File: src/rtl/srt_pkg.sv
package srt_pkg;
  typedef enum logic [1:0] {
    ST_IDLE = 2'b00,
    ST_PEND = 2'b01,
    ST_COMM = 2'b10,
    ST_LATE = 2'b11
  } tag_state_e;

  typedef enum logic [1:0] {
    RSN_IMPL_WB  = 2'd0,
    RSN_EXPLICIT = 2'd1,
    RSN_COHER    = 2'd2,
    RSN_RETRY    = 2'd3
  } cancel_reason_e;
endpackage

File: src/rtl/srt_onehot.sv
module srt_onehot #(
  parameter int N     = 32,
  parameter int TAG_W = $clog2(N)
) (
  input  logic             valid_i,
  input  logic [TAG_W-1:0] tag_i,
  output logic [N-1:0]     hot_o
);
  for (genvar i = 0; i < N; i++) begin : g_dec
    assign hot_o[i] = valid_i && (tag_i == TAG_W'(i));
  end
endmodule

File: src/rtl/srt_state_mux.sv
module srt_state_mux
  import srt_pkg::*;
#(
  parameter int N     = 32,
  parameter int TAG_W = $clog2(N)
) (
  input  tag_state_e       st_i [N],
  input  logic [TAG_W-1:0] sel_i,
  output tag_state_e       st_o
);
  always_comb begin
    st_o = ST_IDLE;
    for (int i = 0; i < N; i++) begin
      if (sel_i == TAG_W'(i)) st_o = st_i[i];
    end
  end
endmodule

File: src/rtl/srt_entry.sv
module srt_entry
  import srt_pkg::*;
(
  input  logic       clk_i,
  input  logic       rst_ni,
  input  logic       enq_i,
  input  logic       commit_i,
  input  logic       cancel_i,
  input  logic       ret_i,
  output tag_state_e state_o
);
  tag_state_e state_d;

  always_comb begin
    state_d = state_o;
    unique case (state_o)
      ST_IDLE: if (enq_i) state_d = ST_PEND;
      ST_PEND: begin
        // commit wins over a same-cycle cancel
        if (commit_i)      state_d = cancel_i ? ST_LATE : ST_COMM;
        else if (cancel_i) state_d = ST_IDLE;
      end
      ST_COMM: begin
        if (ret_i)         state_d = ST_IDLE;
        else if (cancel_i) state_d = ST_LATE;
      end
      ST_LATE: if (ret_i) state_d = ST_IDLE;
      default: state_d = ST_IDLE;
    endcase
  end

  always_ff @(posedge clk_i or negedge rst_ni) begin
    if (!rst_ni) state_o <= ST_IDLE;
    else         state_o <= state_d;
  end

  p_idle_enq_r2: assert property (@(posedge clk_i) disable iff (!rst_ni)
    (state_o == ST_IDLE && enq_i) |=> state_o == ST_PEND);

  p_cancel_pend_r3: assert property (@(posedge clk_i) disable iff (!rst_ni)
    (state_o == ST_PEND && cancel_i && !commit_i) |=> state_o == ST_IDLE);

  p_late_cancel_r4: assert property (@(posedge clk_i) disable iff (!rst_ni)
    (state_o == ST_COMM && cancel_i && !ret_i) |=> state_o == ST_LATE);

  p_commit_wins_r5: assert property (@(posedge clk_i) disable iff (!rst_ni)
    (state_o == ST_PEND && commit_i && cancel_i) |=> state_o == ST_LATE);

  p_idle_cancel_r6: assert property (@(posedge clk_i) disable iff (!rst_ni)
    (state_o == ST_IDLE && cancel_i && !enq_i) |=> state_o == ST_IDLE);

  p_pend_ret_r10: assert property (@(posedge clk_i) disable iff (!rst_ni)
    (state_o == ST_PEND && ret_i && !commit_i && !cancel_i) |=> state_o == ST_PEND);
endmodule

File: src/rtl/spec_rd_tracker.sv
module spec_rd_tracker
  import srt_pkg::*;
#(
  parameter int NUM_TAGS = 32,
  parameter int RSN_W    = 2,
  localparam int TAG_W   = $clog2(NUM_TAGS)
) (
  input  logic             clk_i,
  input  logic             rst_ni,
  input  logic             enq_valid_i,
  input  logic [TAG_W-1:0] enq_tag_i,
  input  logic             enq_range_hit_i,
  input  logic             commit_valid_i,
  input  logic [TAG_W-1:0] commit_tag_i,
  input  logic             cancel_valid_i,
  input  logic [TAG_W-1:0] cancel_tag_i,
  input  logic [RSN_W-1:0] cancel_reason_i,
  input  logic             ret_valid_i,
  input  logic [TAG_W-1:0] ret_tag_i,
  output logic             drop_o,
  output logic [TAG_W-1:0] drop_tag_o,
  output logic [RSN_W-1:0] drop_reason_o,
  output logic             miss_drop_o,
  output logic [TAG_W-1:0] miss_tag_o,
  output logic             deliver_o,
  output logic             discard_o,
  output logic [TAG_W-1:0] ret_tag_o,
  output logic             err_o
);
  logic [NUM_TAGS-1:0] enq_hot, commit_hot, cancel_hot, ret_hot;
  tag_state_e          tag_st [NUM_TAGS];
  tag_state_e          cancel_st, ret_st;
  logic                cancel_with_commit, cancel_with_ret;
  logic                drop_d, deliver_d, discard_d, err_set;

  srt_onehot #(.N(NUM_TAGS), .TAG_W(TAG_W)) u_dec_enq (
    .valid_i(enq_valid_i && enq_range_hit_i), .tag_i(enq_tag_i), .hot_o(enq_hot));
  srt_onehot #(.N(NUM_TAGS), .TAG_W(TAG_W)) u_dec_commit (
    .valid_i(commit_valid_i), .tag_i(commit_tag_i), .hot_o(commit_hot));
  srt_onehot #(.N(NUM_TAGS), .TAG_W(TAG_W)) u_dec_cancel (
    .valid_i(cancel_valid_i), .tag_i(cancel_tag_i), .hot_o(cancel_hot));
  srt_onehot #(.N(NUM_TAGS), .TAG_W(TAG_W)) u_dec_ret (
    .valid_i(ret_valid_i), .tag_i(ret_tag_i), .hot_o(ret_hot));

  for (genvar t = 0; t < NUM_TAGS; t++) begin : g_tag
    srt_entry u_entry (
      .clk_i   (clk_i),
      .rst_ni  (rst_ni),
      .enq_i   (enq_hot[t]),
      .commit_i(commit_hot[t]),
      .cancel_i(cancel_hot[t]),
      .ret_i   (ret_hot[t]),
      .state_o (tag_st[t])
    );
  end

  srt_state_mux #(.N(NUM_TAGS), .TAG_W(TAG_W)) u_mux_cancel (
    .st_i(tag_st), .sel_i(cancel_tag_i), .st_o(cancel_st));
  srt_state_mux #(.N(NUM_TAGS), .TAG_W(TAG_W)) u_mux_ret (
    .st_i(tag_st), .sel_i(ret_tag_i), .st_o(ret_st));

  assign cancel_with_commit = commit_valid_i && (commit_tag_i == cancel_tag_i);
  assign cancel_with_ret    = ret_valid_i && (ret_tag_i == cancel_tag_i);

  always_comb begin
    drop_d    = cancel_valid_i && (cancel_st == ST_PEND) && !cancel_with_commit;
    err_set   = cancel_valid_i && (cancel_st == ST_IDLE);
    deliver_d = 1'b0;
    discard_d = 1'b0;
    if (ret_valid_i) begin
      unique case (ret_st)
        ST_COMM: begin
          // a cancel landing with the return is still a late cancel
          if (cancel_valid_i && cancel_with_ret) discard_d = 1'b1;
          else                                   deliver_d = 1'b1;
        end
        ST_LATE: discard_d = 1'b1;
        default: ;
      endcase
    end
  end

  always_ff @(posedge clk_i or negedge rst_ni) begin
    if (!rst_ni) begin
      drop_o        <= 1'b0;
      drop_tag_o    <= '0;
      drop_reason_o <= '0;
      miss_drop_o   <= 1'b0;
      miss_tag_o    <= '0;
      deliver_o     <= 1'b0;
      discard_o     <= 1'b0;
      ret_tag_o     <= '0;
      err_o         <= 1'b0;
    end else begin
      drop_o      <= drop_d;
      miss_drop_o <= enq_valid_i && !enq_range_hit_i;
      deliver_o   <= deliver_d;
      discard_o   <= discard_d;
      if (drop_d) begin
        drop_tag_o    <= cancel_tag_i;
        drop_reason_o <= cancel_reason_i;
      end
      if (enq_valid_i && !enq_range_hit_i) miss_tag_o <= enq_tag_i;
      if (ret_valid_i) ret_tag_o <= ret_tag_i;
      if (err_set) err_o <= 1'b1;
    end
  end

  p_drop_src_r3: assert property (@(posedge clk_i) disable iff (!rst_ni)
    drop_o |-> ($past(cancel_valid_i) && drop_tag_o == $past(cancel_tag_i)));

  p_reason_pass_r11: assert property (@(posedge clk_i) disable iff (!rst_ni)
    drop_o |-> drop_reason_o == $past(cancel_reason_i));

  p_err_sticky_r6: assert property (@(posedge clk_i) disable iff (!rst_ni)
    err_o |=> err_o);

  p_one_outcome_r7: assert property (@(posedge clk_i) disable iff (!rst_ni)
    !(deliver_o && discard_o));

  p_ret_src_r7: assert property (@(posedge clk_i) disable iff (!rst_ni)
    (deliver_o || discard_o) |-> ($past(ret_valid_i) && ret_tag_o == $past(ret_tag_i)));

  p_miss_src_r8: assert property (@(posedge clk_i) disable iff (!rst_ni)
    miss_drop_o |-> ($past(enq_valid_i) && !$past(enq_range_hit_i)));
endmodule

File: config.mk
export PLATFORM = sky130hd
export DESIGN_NAME = spec_rd_tracker
export DESIGN_NICKNAME = d
export VERILOG_FILES = /design/src/rtl/srt_pkg.sv /design/src/rtl/srt_onehot.sv /design/src/rtl/srt_state_mux.sv /design/src/rtl/srt_entry.sv /design/src/rtl/spec_rd_tracker.sv
export SDC_FILE = /design/constraint.sdc
export NUM_CORES = 1
export LEC_CHECK = 0
export CAP_MARGIN = 20
export CORE_MARGIN = 3
export CORE_UTILIZATION = 50
export DETAILED_ROUTE_END_ITERATION = 12
export HOLD_SLACK_MARGIN = 0.1
export PLACE_DENSITY = 0.73
export RECOVER_POWER = 25
export SLEW_MARGIN = 20
export SYNTH_ARGS = -nofsm -noshare
export SYNTH_HDL_FRONTEND = slang
export SYNTH_SLANG_ARGS = --single-unit
File: constraint.sdc
create_clock -name clk_i -period 2.48 [get_ports clk_i]
set_input_delay 0.248 -clock clk_i [delete_from_list [all_inputs] [get_ports clk_i]]
set_output_delay 0.248 -clock clk_i [all_outputs]
set_load 0.01 [all_outputs]
# Word level (Yosys, flattened, before mapping)
# Cells that the tools add are included.
[totals] reg_bits=86 latchBits=0 ram_bits=0 romBits=0 inputBits=29 out_inout_bits=22 elab_cells=927 n_memories=0
[op_classes] add_sub_neg=0 mul=0 n_div=0 n_lt_le_gt_ge=0 n_eq_ne=353 n_shift=0 mux=326 bitwise_logic=0 n_reduce_logical=207
[ops] cell="$mux W2" n=256
[ops] cell="$eq A5 B5 Y1 const B" n=64
[ops] cell="$pmux W2 S4" n=32
[ops] cell="$ne A3 B1 Y1 const B" n=64
[ops] cell="$eq A5 B4 Y1 const B" n=32
[ops] cell="$logic_and A1 B1 Y1" n=136
[ops] cell="$eq A2 B2 Y1 const B" n=66
[ops] cell="$ne A2 B1 Y1 const B" n=64
[ops] cell="$reduce_and A4 Y1" n=32
[ops] cell="$eq A5 B3 Y1 const B" n=16
[ops] cell="$eq A2 B1 Y1 const B" n=33
[ops] cell="$logic_not A2 Y1" n=33
[ops] cell="$eq A5 B2 Y1 const B" n=8
[ops] cell="$mux W1" n=37
[ops] cell="$eq A5 B1 Y1 const B" n=4
[ops] cell="$logic_not A5 Y1" n=4
[ops] cell="$eq A5 B5 Y1" n=2
[ops] cell="$logic_not A1 Y1" n=2
[ops] cell="$pmux W1 S2" n=1

# Longest topological paths before layout
[logic_depth] word_depth=36 ltp_mapped=11

# Modules after synthesis
# A second synthesis with hierarchy kept.
[hier_totals] hier_cells=825 hier_area_um2=7193.1
[modules_own_cells] module="srt_entry" instances=32 cells_per_inst=9 area_each_um2=98.8 seq_area_each_um2=50.0
[modules_own_cells] module="srt_state_mux" instances=2 cells_per_inst=142 area_each_um2=1079.8 seq_area_each_um2=0.0
[modules_own_cells] module="srt_onehot" instances=4 cells_per_inst=47 area_each_um2=234.0 seq_area_each_um2=0.0
[modules_own_cells] module="spec_rd_tracker" instances=1 cells_per_inst=65 area_each_um2=934.6 seq_area_each_um2=550.5

# Worst setup path after synthesis
# No wires, ideal clock.
[synth_timing] kind="input port to flip-flop" startpoint="in cancel_tag_i[1]" endpoint="reg drop_reason_o[0]" setup_ns=0.125 t_arrival_ns=2.295 required_ns=2.355 setup_slack_ns=0.060 path_stages=9 n_path_buf=2 path_cell_list="buf_6 -> buf_6 -> mux2_1 -> o22ai_1 -> o221ai_1 -> nor4_1 -> a21oi_1 -> nor4_4 -> mux2_2"
[synth_between] elab_chain_cells=36
[synth_rtl] element="from (decl)" line_no="spec_rd_tracker.sv:16" rtl="input logic [TAG_W-1:0] cancel_tag_i,"
[synth_rtl] element="$logic_not A5 Y1" line_no="srt_state_mux.sv:14" rtl="if (sel_i == TAG_W'(i)) st_o = st_i[i];"
[synth_rtl] element="$mux W2 (32 in series)" line_no="srt_state_mux.sv:14"
[synth_rtl] element="$eq A2 B1 Y1" line_no="spec_rd_tracker.sv:66" rtl="drop_d = cancel_valid_i && (cancel_st == ST_PEND) && !cancel_with_commit;"
[synth_rtl] element="$logic_and A1 B1 Y1" line_no="spec_rd_tracker.sv:66"
[synth_rtl] element="$logic_and A1 B1 Y1 *" line_no="spec_rd_tracker.sv:66"
[synth_rtl] element="named net drop_d" line_no="spec_rd_tracker.sv:34" rtl="logic drop_d, deliver_d, discard_d, err_set;"
[synth_rtl] element="to (signal assigned)" line_no="spec_rd_tracker.sv:101" rtl="drop_reason_o <= cancel_reason_i;"
[synth_rtl] element="to (decl)" line_no="spec_rd_tracker.sv:22" rtl="output logic [RSN_W-1:0] drop_reason_o,"
# Mark *: on every way through the listed nets, which the timed path passes. The rest lies on a longest branch.
# A chain may end at the register's enable or synchronous reset.

# Final worst setup path
[layout_timing] startpoint="reg g_tag[28].u_entry.state_o[1]" endpoint="reg drop_reason_o[1]"
[layout_between] elab_chain_cells=7
[layout_rtl] element="from (decl)" line_no="srt_entry.sv:10" rtl="output tag_state_e state_o"
[layout_rtl] element="from (signal assigned)" line_no="srt_entry.sv:34" rtl="else state_o <= state_d;"
[layout_rtl] element="$mux W2 (4 in series)" line_no="srt_state_mux.sv:14"
[layout_rtl] element="$eq A2 B1 Y1" line_no="spec_rd_tracker.sv:66"
[layout_rtl] element="$logic_and A1 B1 Y1 (2 in series)" line_no="spec_rd_tracker.sv:66"
[layout_rtl] element="named net drop_d" line_no="spec_rd_tracker.sv:34"
# The timed path passes the listed nets, and every way through them passes these cells.

==> summary.md <==
| Metric | Value |
|---|---|
| Max_slew headroom | 0.153 |
| Synth warnings | 0 |
| Die width | 121 um |
| Area grow syn2layout | 30.4% |
| Number of buffers inserted by port buffering | 50 |
| CP Capture Type | flop |
| Synth top area cells | dfrtp_1, o21ai_0, nor2_1 |
| Register area share after synthesis | 0.323 |
| Leakage | 3.58 nW |
| Num rows | 41 |
| #FFs+latches synth | 86 |
| EDFF count, synth | 0 |
| Post-CTS Setup Bufs | 0 |
| Final number of setup-violating endpoints | 0 |
| XOR/XNOR Fraction of Synth Area | 0.0552 |
| First-pass GRT wire length | 44.8 mm |
| Vias per inst | 6.74 |
| Fmax | 0.409 GHz |
| Clock share of power | 0.199 |
| Post-synthesis simple-gate area fraction | 0.241 |
| Clock Latency Late Sink | 360 ps |
| Final min period | 2450 ps |
| Die area | 0.0148 sq mm |
| Hold Vio Cnt, Final | 0 |
| Drt first pass iters | 6 |
| Layout cell share with drive strength beyond 1 | 0.214 |
| Design Area, Final | 0.00869 sq mm |
| HP Class | reg2reg |
| Routability cong. | 1.09 |
| Via count | 7947 |
| Final net count | 1032 |
| Total Wirelength | 29.4 mm |
| Remaining DRCs | 0 |
| Post-synth top area cell | dfrtp_1 |
| Top cell type's share of synthesized area | 0.323 |
| Final Max Tran Viols | 0 |
| Vias in the first global route | 7561 |
| Antenna fix cells | 0 |
| Slew of the pin with the lowest slew margin | 1270 ps |
| Starting Density | 0.520 |
| Worst vdd ir | 0.000491 V |
| CTS buffer count | 9 |
| Mapped Area | 0.00667 sq mm |
| Dpl cell area | 0.00836 sq mm |
| Commonest cells in the netlist | nor2_1, nand2_1, dfrtp_1, o21ai_0, a21oi_1 |
| Power per Cell Area | 773 mW/mm^2 |
| Clk sinks | 86 |
| Async SR Flop Fraction | 1.00 |
| Post-synthesis mux area share | 0.0660 |
| Total gr overflow | 0 |
| Gr usage total | 0.406 |
| Adder-cell share of the synthesized area | 0 |
| Cell-internal power | 0.00394 W |
| Syn_area_per_cell | 7.94 sq um |
| Max Cap Viol | 0 |
| Crit start category | flop |
| Final HPWL DP | 22.9 mm |
| Final antenna-violating net count | 0 |
| Main combinational cell family by area after synthesis | compound AO/OA/AOI/OAI gates |
| Switching power | 0.00278 W |
| Sequential share of power | 0.379 |
| Run status | completed |
| Worst EP arrival | 2690 ps |
| Sequence of cells on the critical path | o2111a_1 -> o22ai_1 -> o221ai_1 -> nor4_2 -> a21oi_2 -> nor4_4 -> buf_6 -> mux2_2 |
| Fillers | 1130 |
| Synth Net Count | 869 |
| Clock Tree Root | clkbuf_16 |
| Required @ worst endpoint | 2720 ps |
| Layout Skew | 7.16 ps |
| Synth Area in Compound Gates | 0.271 |
| Pre-CTS WS | -476 ps |
| Main synth FF type | dfrtp_1 |
| Initial antenna violation count | 1 |
| Post-layout util | 0.678 |
| Comb pwr share | 0.421 |
| Max incr delay on CP | 460 ps |
| Final period utilization | 0.986 |
| Core Area | 0.0128 sq mm |
| Clock buffer depth | 2 |
| Cells after Synth | 840 |
| CTS clock-pin slew for the worst setup and hold paths | 60 ps |
| Slowest CP cell | dfrtp_1 |
| Count of cell types in the netlist | 72 |
| H-Tree Depth | 3 |
| Fin worst setup slack | 34.6 ps |
| Drt first-iter violations | 1316 |
| IO Count | 51 |
| Crit Path Class | reg2reg |
| Pin count of the biggest net entering global routing | 87 |
| Top-count cell post-synth | nor2_1 |
| Sw Ratio | 0.413 |
| CTS tree | yes |
| Crit path max fanout | 8 |
| WL/cell | 25.0 um |
| Chip Height | 121 um |
final timing paths:
kind	cells past startpoint	end	start	slack (ps)
worst max-delay path	8	drop_reason_o[1]	g_tag[28].u_entry.state_o[1]	30
worst min-delay path	1	err_o	err_o	480
worst max register to register	8	drop_reason_o[1]	g_tag[28].u_entry.state_o[1]	30
worst min register to register	1	err_o	err_o	480
max in group asynchronous	3	g_tag[30].u_entry.state_o[1]	rst_ni	780
min in group asynchronous	3	g_tag[0].u_entry.state_o[1]	rst_ni	810
routing by layer:
layer	global-route usage	up-vias	wire length [um]
met3	0.121	141	4090
met5	0	-	0
met1	0.536	3743	11300
li1	-	3439	-
met4	0.220	0	1810
met2	0.594	624	12300
registers in the layout (all words and copies together), names as in the netlist:
register and flops:
deliver_o 1, ret_tag_o 5, g_tag.u_entry.state_o 64, drop_o 1, drop_reason_o 2, err_o 1, miss_drop_o 1, miss_tag_o 5
drop_tag_o 5, discard_o 1
metrics by stage:
stage	std cells	total power (W)	TNS [ps]	hold slack [ps]
CTS	1179	0.00655	0	484
global placement	1162	0.00511	-3310	317
global route	1179	0.00700	-206	500
finish	1179	0.00672	0	476
floorplan	840	0.00371	0	-47.6
detailed placement	1162	0.00521	-3840	332
cell type report:
| type | instances | area [sq um] | share of cell area |
|---|---|---|---|
| Clock inverter | 3 | 20.0 | 0.00230 |
| Sequential cell | 86 | 2150 | 0.248 |
| Multi-Input combinational cell | 685 | 4250 | 0.489 |
| Timing Repair Buffer | 202 | 1730 | 0.198 |
| Tap cell | 172 | 215 | 0.0248 |
| Inverter | 19 | 71.3 | 0.00820 |
| Clock buffer | 12 | 256 | 0.0295 |
layout by cell type (no fill, tap or decap), types with 17 or more instances in the layout:
master             n
nor2_1            93
buf_4            144
dfrtp_1           85
inv_1             17
a221oi_1          20
xor2_1            25
mux2_2            24
nand2_1           90
o22ai_1           17
xnor2_1           17
nand3_1           26
clkdlybuf4s50_1   43
o21ai_0           72
a21oi_1           67
nand2b_1          25
nor3_1            24
kinds of logic (layout without fill, tap and decap cells):
logic type	Yosys count	count (layout)
AOI/OAI and AO/OA	277	277
xor gates and xnor gates	42	42
buffers and inverters	69	236
DFF	86	86
muxes	36	36
and+or+nand+nor	330	330
timing repair:
action                                 4_1_cts  5_1_grt
hold buffers                                 1        0
gates cloned                                 1        0
pin swaps                                    1        2
gates resized for setup                      6        7
endpoints found under the hold margin       86        0
setup endpoints to repair                    7        7
power by group through the flow:
stage,logic [W],clock network [W],registers (W)
floorplan,0.00131,0,0.00240
global placement,0.00262,0,0.00249
detailed placement,0.00270,0,0.00251
CTS,0.00273,0.00134,0.00249
global route,0.00303,0.00140,0.00257
finish,0.00283,0.00134,0.00255
critical path, delay by kind of cell (launching register included):
kind	cells	cell delay, ps
compound gates	4	740
buf+inv	1	170
flops	1	460
mux	1	340
simple gates	2	610
(Power assumes the default switching activity.)
